[src/rtl/dcb_pkg.sv]
package dcb_pkg;
  localparam logic KIND_CTRL = 1'b0;
  localparam logic KIND_DATA = 1'b1;
endpackage

[src/rtl/dcb_hold.sv]
module dcb_hold #(
  parameter int BYTE_W = 8
) (
  input  logic              clk,
  input  logic              rst_n,
  input  logic              in_valid,
  input  logic [BYTE_W-1:0] in_data,
  input  logic              in_kind,
  output logic              in_ready,
  input  logic              take,
  output logic              held_valid,
  output logic [BYTE_W-1:0] held_byte,
  output logic              held_kind
);
  logic accept;

  assign in_ready = !held_valid;
  assign accept   = in_valid && in_ready;

  always_ff @(posedge clk) begin
    if (!rst_n) begin
      held_valid <= 1'b0;
      held_byte  <= '0;
      held_kind  <= 1'b0;
    end else if (accept) begin
      held_valid <= 1'b1;
      held_byte  <= in_data;
      held_kind  <= in_kind;
    end else if (take) begin
      held_valid <= 1'b0;
    end
  end
endmodule

[src/rtl/dcb_balance.sv]
module dcb_balance #(
  parameter int BYTE_W = 8,
  parameter int SUM_W  = 6
) (
  input  logic                    clk,
  input  logic                    rst_n,
  input  logic                    commit,
  input  logic [BYTE_W-1:0]       pay_byte,
  input  logic                    pay_kind,
  output logic [BYTE_W+3:0]       frame_bits,
  output logic signed [SUM_W-1:0] run_sum
);
  localparam int CNT_W = $clog2(BYTE_W + 1);

  logic [CNT_W-1:0]        ones;
  logic signed [SUM_W-1:0] ones_s;
  logic signed [SUM_W-1:0] disp;
  logic                    invert;
  logic [BYTE_W-1:0]       sent_byte;
  logic                    sent_kind;

  always_comb begin
    ones = '0;
    for (int i = 0; i < BYTE_W; i++) begin
      ones = ones + CNT_W'(pay_byte[i]);
    end
  end

  assign ones_s = SUM_W'(ones);
  assign disp   = (ones_s <<< 1) - $signed(SUM_W'(BYTE_W));
  // same sign class (both negative or both non-negative) -> invert
  assign invert = (disp[SUM_W-1] == run_sum[SUM_W-1]);

  assign sent_byte = invert ? ~pay_byte : pay_byte;
  assign sent_kind = invert ? ~pay_kind : pay_kind;

  // bit 0 leaves first
  assign frame_bits = {~sent_kind, sent_kind, sent_byte, invert, ~invert};

  always_ff @(posedge clk) begin
    if (!rst_n) begin
      run_sum <= '0;
    end else if (commit) begin
      run_sum <= invert ? (run_sum - disp) : (run_sum + disp);
    end
  end
endmodule

[src/rtl/dcb_shifter.sv]
module dcb_shifter #(
  parameter int FRAME_W = 12
) (
  input  logic               clk,
  input  logic               rst_n,
  input  logic               bit_tick,
  input  logic [FRAME_W-1:0] frame_bits,
  output logic               slot_open,
  output logic               load,
  output logic               ser_out,
  output logic               frame_load
);
  localparam int LEFT_W = $clog2(FRAME_W);

  logic [FRAME_W-2:0] shreg;
  logic [LEFT_W-1:0]  left;
  logic               empty;

  assign slot_open = empty || (left == '0);
  assign load      = bit_tick && slot_open;

  always_ff @(posedge clk) begin
    if (!rst_n) begin
      shreg      <= '0;
      left       <= '0;
      empty      <= 1'b1;
      ser_out    <= 1'b0;
      frame_load <= 1'b0;
    end else begin
      frame_load <= load;
      if (load) begin
        ser_out <= frame_bits[0];
        shreg   <= frame_bits[FRAME_W-1:1];
        left    <= LEFT_W'(FRAME_W - 1);
        empty   <= 1'b0;
      end else if (bit_tick) begin
        ser_out <= shreg[0];
        shreg   <= shreg >> 1;
        left    <= left - 1'b1;
      end
    end
  end
endmodule

[src/rtl/dcb_frame_encoder.sv]
module dcb_frame_encoder #(
  parameter int BYTE_W = 8,
  parameter int SUM_W  = 6
) (
  input  logic              clk,
  input  logic              rst_n,
  input  logic              in_valid,
  output logic              in_ready,
  input  logic [BYTE_W-1:0] in_data,
  input  logic              in_kind,
  input  logic              bit_tick,
  output logic              slot_open,
  output logic              ser_out,
  output logic              frame_load,
  output logic              host_ack
);
  import dcb_pkg::*;

  localparam int FRAME_W = BYTE_W + 4;

  logic                    held_valid;
  logic [BYTE_W-1:0]       held_byte;
  logic                    held_kind;
  logic                    load;
  logic                    take;
  logic [BYTE_W-1:0]       pay_byte;
  logic                    pay_kind;
  logic [FRAME_W-1:0]      frame_bits;
  logic signed [SUM_W-1:0] run_sum;

  assign take     = load && held_valid;
  assign pay_byte = held_valid ? held_byte : '0;
  assign pay_kind = held_valid ? held_kind : KIND_CTRL;

  dcb_hold #(.BYTE_W(BYTE_W)) u_hold (
    .clk       (clk),
    .rst_n     (rst_n),
    .in_valid  (in_valid),
    .in_data   (in_data),
    .in_kind   (in_kind),
    .in_ready  (in_ready),
    .take      (take),
    .held_valid(held_valid),
    .held_byte (held_byte),
    .held_kind (held_kind)
  );

  dcb_balance #(.BYTE_W(BYTE_W), .SUM_W(SUM_W)) u_bal (
    .clk       (clk),
    .rst_n     (rst_n),
    .commit    (load),
    .pay_byte  (pay_byte),
    .pay_kind  (pay_kind),
    .frame_bits(frame_bits),
    .run_sum   (run_sum)
  );

  dcb_shifter #(.FRAME_W(FRAME_W)) u_shift (
    .clk       (clk),
    .rst_n     (rst_n),
    .bit_tick  (bit_tick),
    .frame_bits(frame_bits),
    .slot_open (slot_open),
    .load      (load),
    .ser_out   (ser_out),
    .frame_load(frame_load)
  );

  always_ff @(posedge clk) begin
    if (!rst_n) host_ack <= 1'b0;
    else        host_ack <= take;
  end
endmodule

[config.mk]
export PLATFORM = sky130hd
export DESIGN_NAME = dcb_frame_encoder
export DESIGN_NICKNAME = d
export VERILOG_FILES = /design/src/rtl/dcb_pkg.sv /design/src/rtl/dcb_hold.sv /design/src/rtl/dcb_balance.sv /design/src/rtl/dcb_shifter.sv /design/src/rtl/dcb_frame_encoder.sv
export SDC_FILE = /design/constraint.sdc
export NUM_CORES = 1
export LEC_CHECK = 0
export ABC_AREA = 1
export BUFFER_PORTS_ARGS = -buffer_cell sky130_fd_sc_hd__buf_2
export CORE_MARGIN = 2
export CORE_UTILIZATION = 50
export DETAILED_ROUTE_END_ITERATION = 12
export GPL_ROUTABILITY_DRIVEN = 0
export PLACE_DENSITY = 0.78
export SETUP_SLACK_MARGIN = 0.1
export SYNTH_ARGS = -nofsm -noshare
export SYNTH_HDL_FRONTEND = slang
export SYNTH_SLANG_ARGS = --single-unit
[constraint.sdc]
create_clock -name clk -period 6.37 [get_ports clk]
set_input_delay 0.637 -clock clk [delete_from_list [all_inputs] [get_ports clk]]
set_output_delay 0.637 -clock clk [all_outputs]
set_load 0.02 [all_outputs]
## Word-level counts from Yosys, hierarchy flattened

Cells that the tools add are included.

- Add/sub/neg operators: 11
- Multipliers: 0
- Div/mod/pow operators: 0
- Magnitude comparators: 0
- Equality and inequality tests: 1
- Shift-type cells: 0
- Multiplexer cells: 13
- Bitwise operators: 5
- Reductions and logical operators: 9

Operator list:

| kind | number |
|---|---|
| $add 4x1->4 | 6 |
| $mux 11 | 2 |
| $mux 8 | 2 |
| $mux 4 | 2 |
| $not 8->8 | 1 |
| $add 6x6->6 | 1 |
| $mux 1 | 6 |
| $mux 6 | 1 |
| $sub 5x4->6 const B | 1 |
| $sub 6x6->6 | 1 |
| $logic_not 4->1 | 1 |
| $not 1->1 | 4 |
| $reduce_bool 2->1 | 2 |
| $sub 4x1->4 const B | 1 |
| $logic_and 1x1->1 | 3 |
| $add 1x1->2 | 1 |
| $reduce_or 2->1 | 1 |
| $eq 1x1->1 | 1 |
| $logic_not 1->1 | 1 |
| $logic_or 1x1->1 | 1 |

- Flip-flop bits (word level): 35
- Latch bits: 0
- Bits in writable memories: 0
- Bits in read-only memories: 0
- Input port bits: 13
- Output and inout port bits: 5
- Word-level logic and storage cells: 50
- Memories: 0

## Logic depth before layout (Yosys ltp)

- Word-level depth: 13
- Gate-level depth with buffers: 29

## Cells and area by module

Synthesis repeated with hierarchy kept, for this count alone.

- Cell total of the unflattened synthesis: 338
- Area total of the unflattened synthesis: 2265.9 sq um

Modules (own cells, without submodules):

| module | instances | cells each | area an instance (sq um) | sequential area each (sq um) |
|---|---|---|---|---|
| dcb_shifter | 1 | 137 | 895.9 | 360.3 |
| dcb_balance | 1 | 112 | 800.8 | 100.1 |
| dcb_hold | 1 | 65 | 445.4 | 200.2 |
| dcb_frame_encoder | 1 | 24 | 123.9 | 20.0 |

## Worst setup path after synthesis

Ideal clock, no wire load.

- Path kind: reg-to-reg
- Start point: register u_hold.held_valid
- End point: register u_bal.run_sum[5]
- Data arrival time: 4.414 ns
- Data required time: 6.257 ns
- Path slack: 1.843 ns
- Stages on the path, launching flop included: 24
- Buffers on the path: 1
- Period minus slack after synthesis: 4.527 ns
- Path through: dfxtp_1 -> buf_4 -> nand2_1 -> inv_1 -> ha_1 -> inv_1 -> fa_1 -> fa_1 -> inv_1 -> fa_1 -> inv_1 -> fa_1 -> xnor2_1 -> inv_1 -> ha_1 -> xnor2_2 -> o21ai_0 -> fa_1 -> nand2_1 -> a21oi_1 -> nor2_1 -> nand2_1 -> nand3_1 -> nand2_1

- Word-level cells in the longest chain between the ends: 11

RTL lines:

| item | RTL line | text |
|---|---|---|
| from (decl) | dcb_hold.sv:11 | `output logic held_valid,` |
| from (signal assigned) | dcb_hold.sv:22 | `held_valid <= 1'b0;` |
| from (signal assigned) | dcb_hold.sv:26 | `held_valid <= 1'b1;` |
| from (signal assigned) | dcb_hold.sv:30 | `held_valid <= 1'b0;` |
| $mux 8 (*) | dcb_frame_encoder.sv:32 | `assign pay_byte = held_valid ? held_byte : '0;` |
| $add 1x1->2 | dcb_balance.sv:25 | `ones = ones + CNT_W'(pay_byte[i]);` |
| $add 4x1->4 (5 in a row) | dcb_balance.sv:25 |  |
| $add 4x1->4 (*) | dcb_balance.sv:25 |  |
| $sub 5x4->6 (*) | dcb_balance.sv:30 | `assign disp = (ones_s <<< 1) - $signed(SUM_W'(BYTE_W));` |
| $add 6x6->6 (tied with other cells) | dcb_balance.sv:44 | `run_sum <= invert ? (run_sum - disp) : (run_sum + disp);` |
| $mux 6 (*) | dcb_balance.sv:44 |  |
| to (signal assigned) | dcb_balance.sv:44 |  |
| to (decl) | dcb_balance.sv:11 | `output logic signed [SUM_W-1:0] run_sum` |

Every way passes the cells marked *; elsewhere a longest branch is shown, timed or not.
A chain may end at the register's enable or synchronous reset.

## Final worst setup path

Ends and elaborated chain as after synthesis.

==> results_dict.tcl <==
set metrics [dict create \
    die-width_um 67.8 \
    tightest_slew_ps 411 \
    hp-start "u_bal.run_sum[3]" \
    crit_chain "nand2_1 > inv_1 > ha_1 > inv_1 > fa_1 > fa_1 > inv_1 > fa_1 > inv_1 > fa_1 > xnor2_1 > inv_1 > ha_1 > xnor2_2 > o21ai_0 > fa_1 > nand2_1 > a21oi_1 > nor2_1 > nand2_1 > nand3_1 > nand2_1" \
    antenna_left 0 \
    stdcell_area_um2 2240 \
    start_kind "register" \
    syn_area_um2 2040 \
    synth.top_cells.by_area "dfxtp_1 33%, nand2_1 12%, inv_1 6.8%" \
    tns_ps 0 \
    status "complete, no violations" \
    rsz0062_at_grt "no" \
    leakage_nw 1.13 \
    cts.path.max_buffers 2 \
    path_max_fanout 10 \
    hold_viol_final 0 \
    required_ps 6550 \
    clock_skew_ps 5.14 \
    critical_path.top_delay_family "adder cells" \
    grt_pass1_wl_um 6750 \
    power_w 0.000691 \
    globalRouteTotalUtil 0.196 \
    syn_inst 272 \
    numCtsBuffers 5 \
    wirelength_um 3850 \
    grt-ovfl-total 0 \
    antennaDiodeCount 0 \
    coreArea_um2 3970 \
    cts_setup_buffers 0 \
    cts_resized 0 \
    rows 23 \
    max-cap-violations 0 \
    synth_cell_types 34 \
    cts-root-buf "clkbuf_8" \
    path_class "reg -> reg" \
    io_buffers 17 \
    dr.pass1.iters 4 \
    initialDrtViolationCount 179 \
    fin_nets 318 \
    synthFlopType "dfxtp_1" \
    io_pins 18 \
    start_util 0.513 \
    post-place-cells 332 \
    synth.net_count 301 \
    ctsHtreeMaxLevel 2 \
    slew-limit-headroom 0.723 \
    ys_seq_area_frac 0.334 \
    arrival_ps 5130 \
    grt_max_degree 26 \
    yosys.area.top_type "dfxtp_1" \
    ys.warnings.count 0 \
    clk_pin_slew_ps 60 \
    via_per_inst 4.93 \
    hpwl_um 2980 \
    die_h_um 67.8 \
    place_area_um2 2130 \
    avgSynthCellArea_um2 7.49 \
    hp-class "reg -> reg" \
    drv_slew 0 \
    post_drt_wl_per_cell_um 11.4 \
    critPathBufInv 5 \
    num_vias 1672 \
    synth_edf_count 0 \
    area_growth_pct 10.1 \
    grt_pass1_vias 1553 \
    r2r-start "u_hold.held_valid" \
    min_period_ps 4950 \
    ctsHoldBuffers 0 \
    dp_slack_ps 1430 \
    max_freq_mhz 202 \
    drc 0 \
    clk_latency_ps 280 \
    worst_setup_path_end_kind "register" \
    synthArstFlopShare 0 \
    startpoint "u_hold.held_valid" \
    powerDensity_nw_per_um2 308 \
    finalSetupViolCount 0 \
    fin_cells 339 \
    peakVddDrop_uv 166 \
    cts_tree "built" \
    die_area_um2 4600 \
    drive_gt1_frac 0.183 \
    yosys.area.top_type_share 0.334 \
    finalCritPeriodShare 0.778 \
    cts.sinks 34 \
    synth_seq_cells 34 \
    crit_slowest_cell "dfxtp_1" \
    crit_path_max_incr_delay_ps 490 \
    antenna_found_initial 0 \
    setup_ws_ps 1420 \
]
[worst paths after layout]
check	endpoint	slack (ps)	cells past startpoint
setup / recovery	u_bal.run_sum[5]	1420	22
hold / removal	u_bal.run_sum[3]	470	2
hold reg to reg	u_bal.run_sum[3]	470	2
setup reg to reg	u_bal.run_sum[5]	1420	22
[through the flow]
| stage | utilization | hold WS (ps) |
|---|---|---|
| after floorplan | - | 437 |
| after global placement | 0.537 | 452 |
| after detailed placement | 0.537 | 458 |
| after CTS | 0.565 | 467 |
| after global routing | 0.565 | 502 |
| final | 0.565 | 473 |
[sequential cells by signal, summed over array words and instances (netlist names)]
register and flops:
host_ack 1, u_bal.run_sum 5, u_hold.held_byte 8, u_hold.held_kind 1, u_hold.held_valid 1, u_shift.empty 1, u_shift.frame_load 1, u_shift.left 4
u_shift.ser_out 1, u_shift.shreg 11
[layout by cell type, fill, tap and decap left out]
cell	instances
nand3_1	8
xnor2_2	2
dfxtp_1	34
xnor2_1	2
bufinv_16	1
nand2_2	6
o21ai_2	3
o22ai_1	7
a31oi_1	1
inv_2	5
o21ai_0	18
nor3_1	1
clkinv_1	1
clkbuf_8	6
buf_2	17
nor2_8	1
xor2_1	1
nor2_2	1
nand4_1	5
nand3_2	2
fa_1	5
xor2_2	3
or2_2	1
ha_1	11
a21oi_1	6
inv_1	37
nand2_1	63
o21ai_1	4
nand2_4	4
a21oi_2	1
nand3b_1	1
nor2_1	31
[synth_stat cells, types with 2 or more instances]
cell type	count
o22ai_1	7
nand2_1	63
nor2_1	31
buf_4	2
nand2_2	6
fa_1	5
xnor2_1	2
dfxtp_1	34
a21oi_1	6
o21ai_2	3
xor2_2	3
nand3_1	8
nand2_4	4
o21ai_1	4
o21ai_0	18
nand4_1	5
inv_1	37
ha_1	11
nand3_2	2
xnor2_2	2
inv_2	5
buf_2	2
[routing by layer]
metal / global-route usage / vias up / wire, µm
met5: 0 / - / 0
met4: 0.0525 / 0 / 51
met2: 0.337 / 29 / 1880
met3: 0.0493 / 5 / 133
li1: - / 886 / -
met1: 0.244 / 752 / 1790
[worst reg2reg max path: cells and delay by family (launching register included)]
kind / cells / cell delay (ps)
AND/OR/NAND/NOR: 6 / 500
AO/OA/AOI/OAI: 2 / 320
XOR/XNOR: 2 / 660
buffers and inverters: 5 / 420
adder cells (fa/ha/maj): 7 / 2460
flip-flops: 1 / 490
[power by group]
part	switching, W	internal [W]
registers	0.0000208	0.000242
logic	0.000137	0.0000910
clock network	0.0000742	0.000125
total	0.000233	0.000458
[area by class of cell]
class | instances | area, µm²
Multi-Input combinational cell | 188 | 1140
Sequential cell | 34 | 681
Timing Repair Buffer | 17 | 85.1
Clock buffer | 6 | 82.6
Tap cell | 50 | 62.6
Clock inverter | 1 | 30.0
Fill cell | 381 | 1730
Inverter | 43 | 161
[cells by family after synthesis]
logic type | after synthesis | share of synthesized area
xor gates and xnor gates | 8 | 0.0528
AOI/OAI and AO/OA | 40 | 0.111
adders and majority gates | 16 | 0.117
DFF | 34 | 0.334
buffers and inverters | 50 | 0.106
and+or+nand+nor | 124 | 0.281
Power figures use the tool's default switching activity.
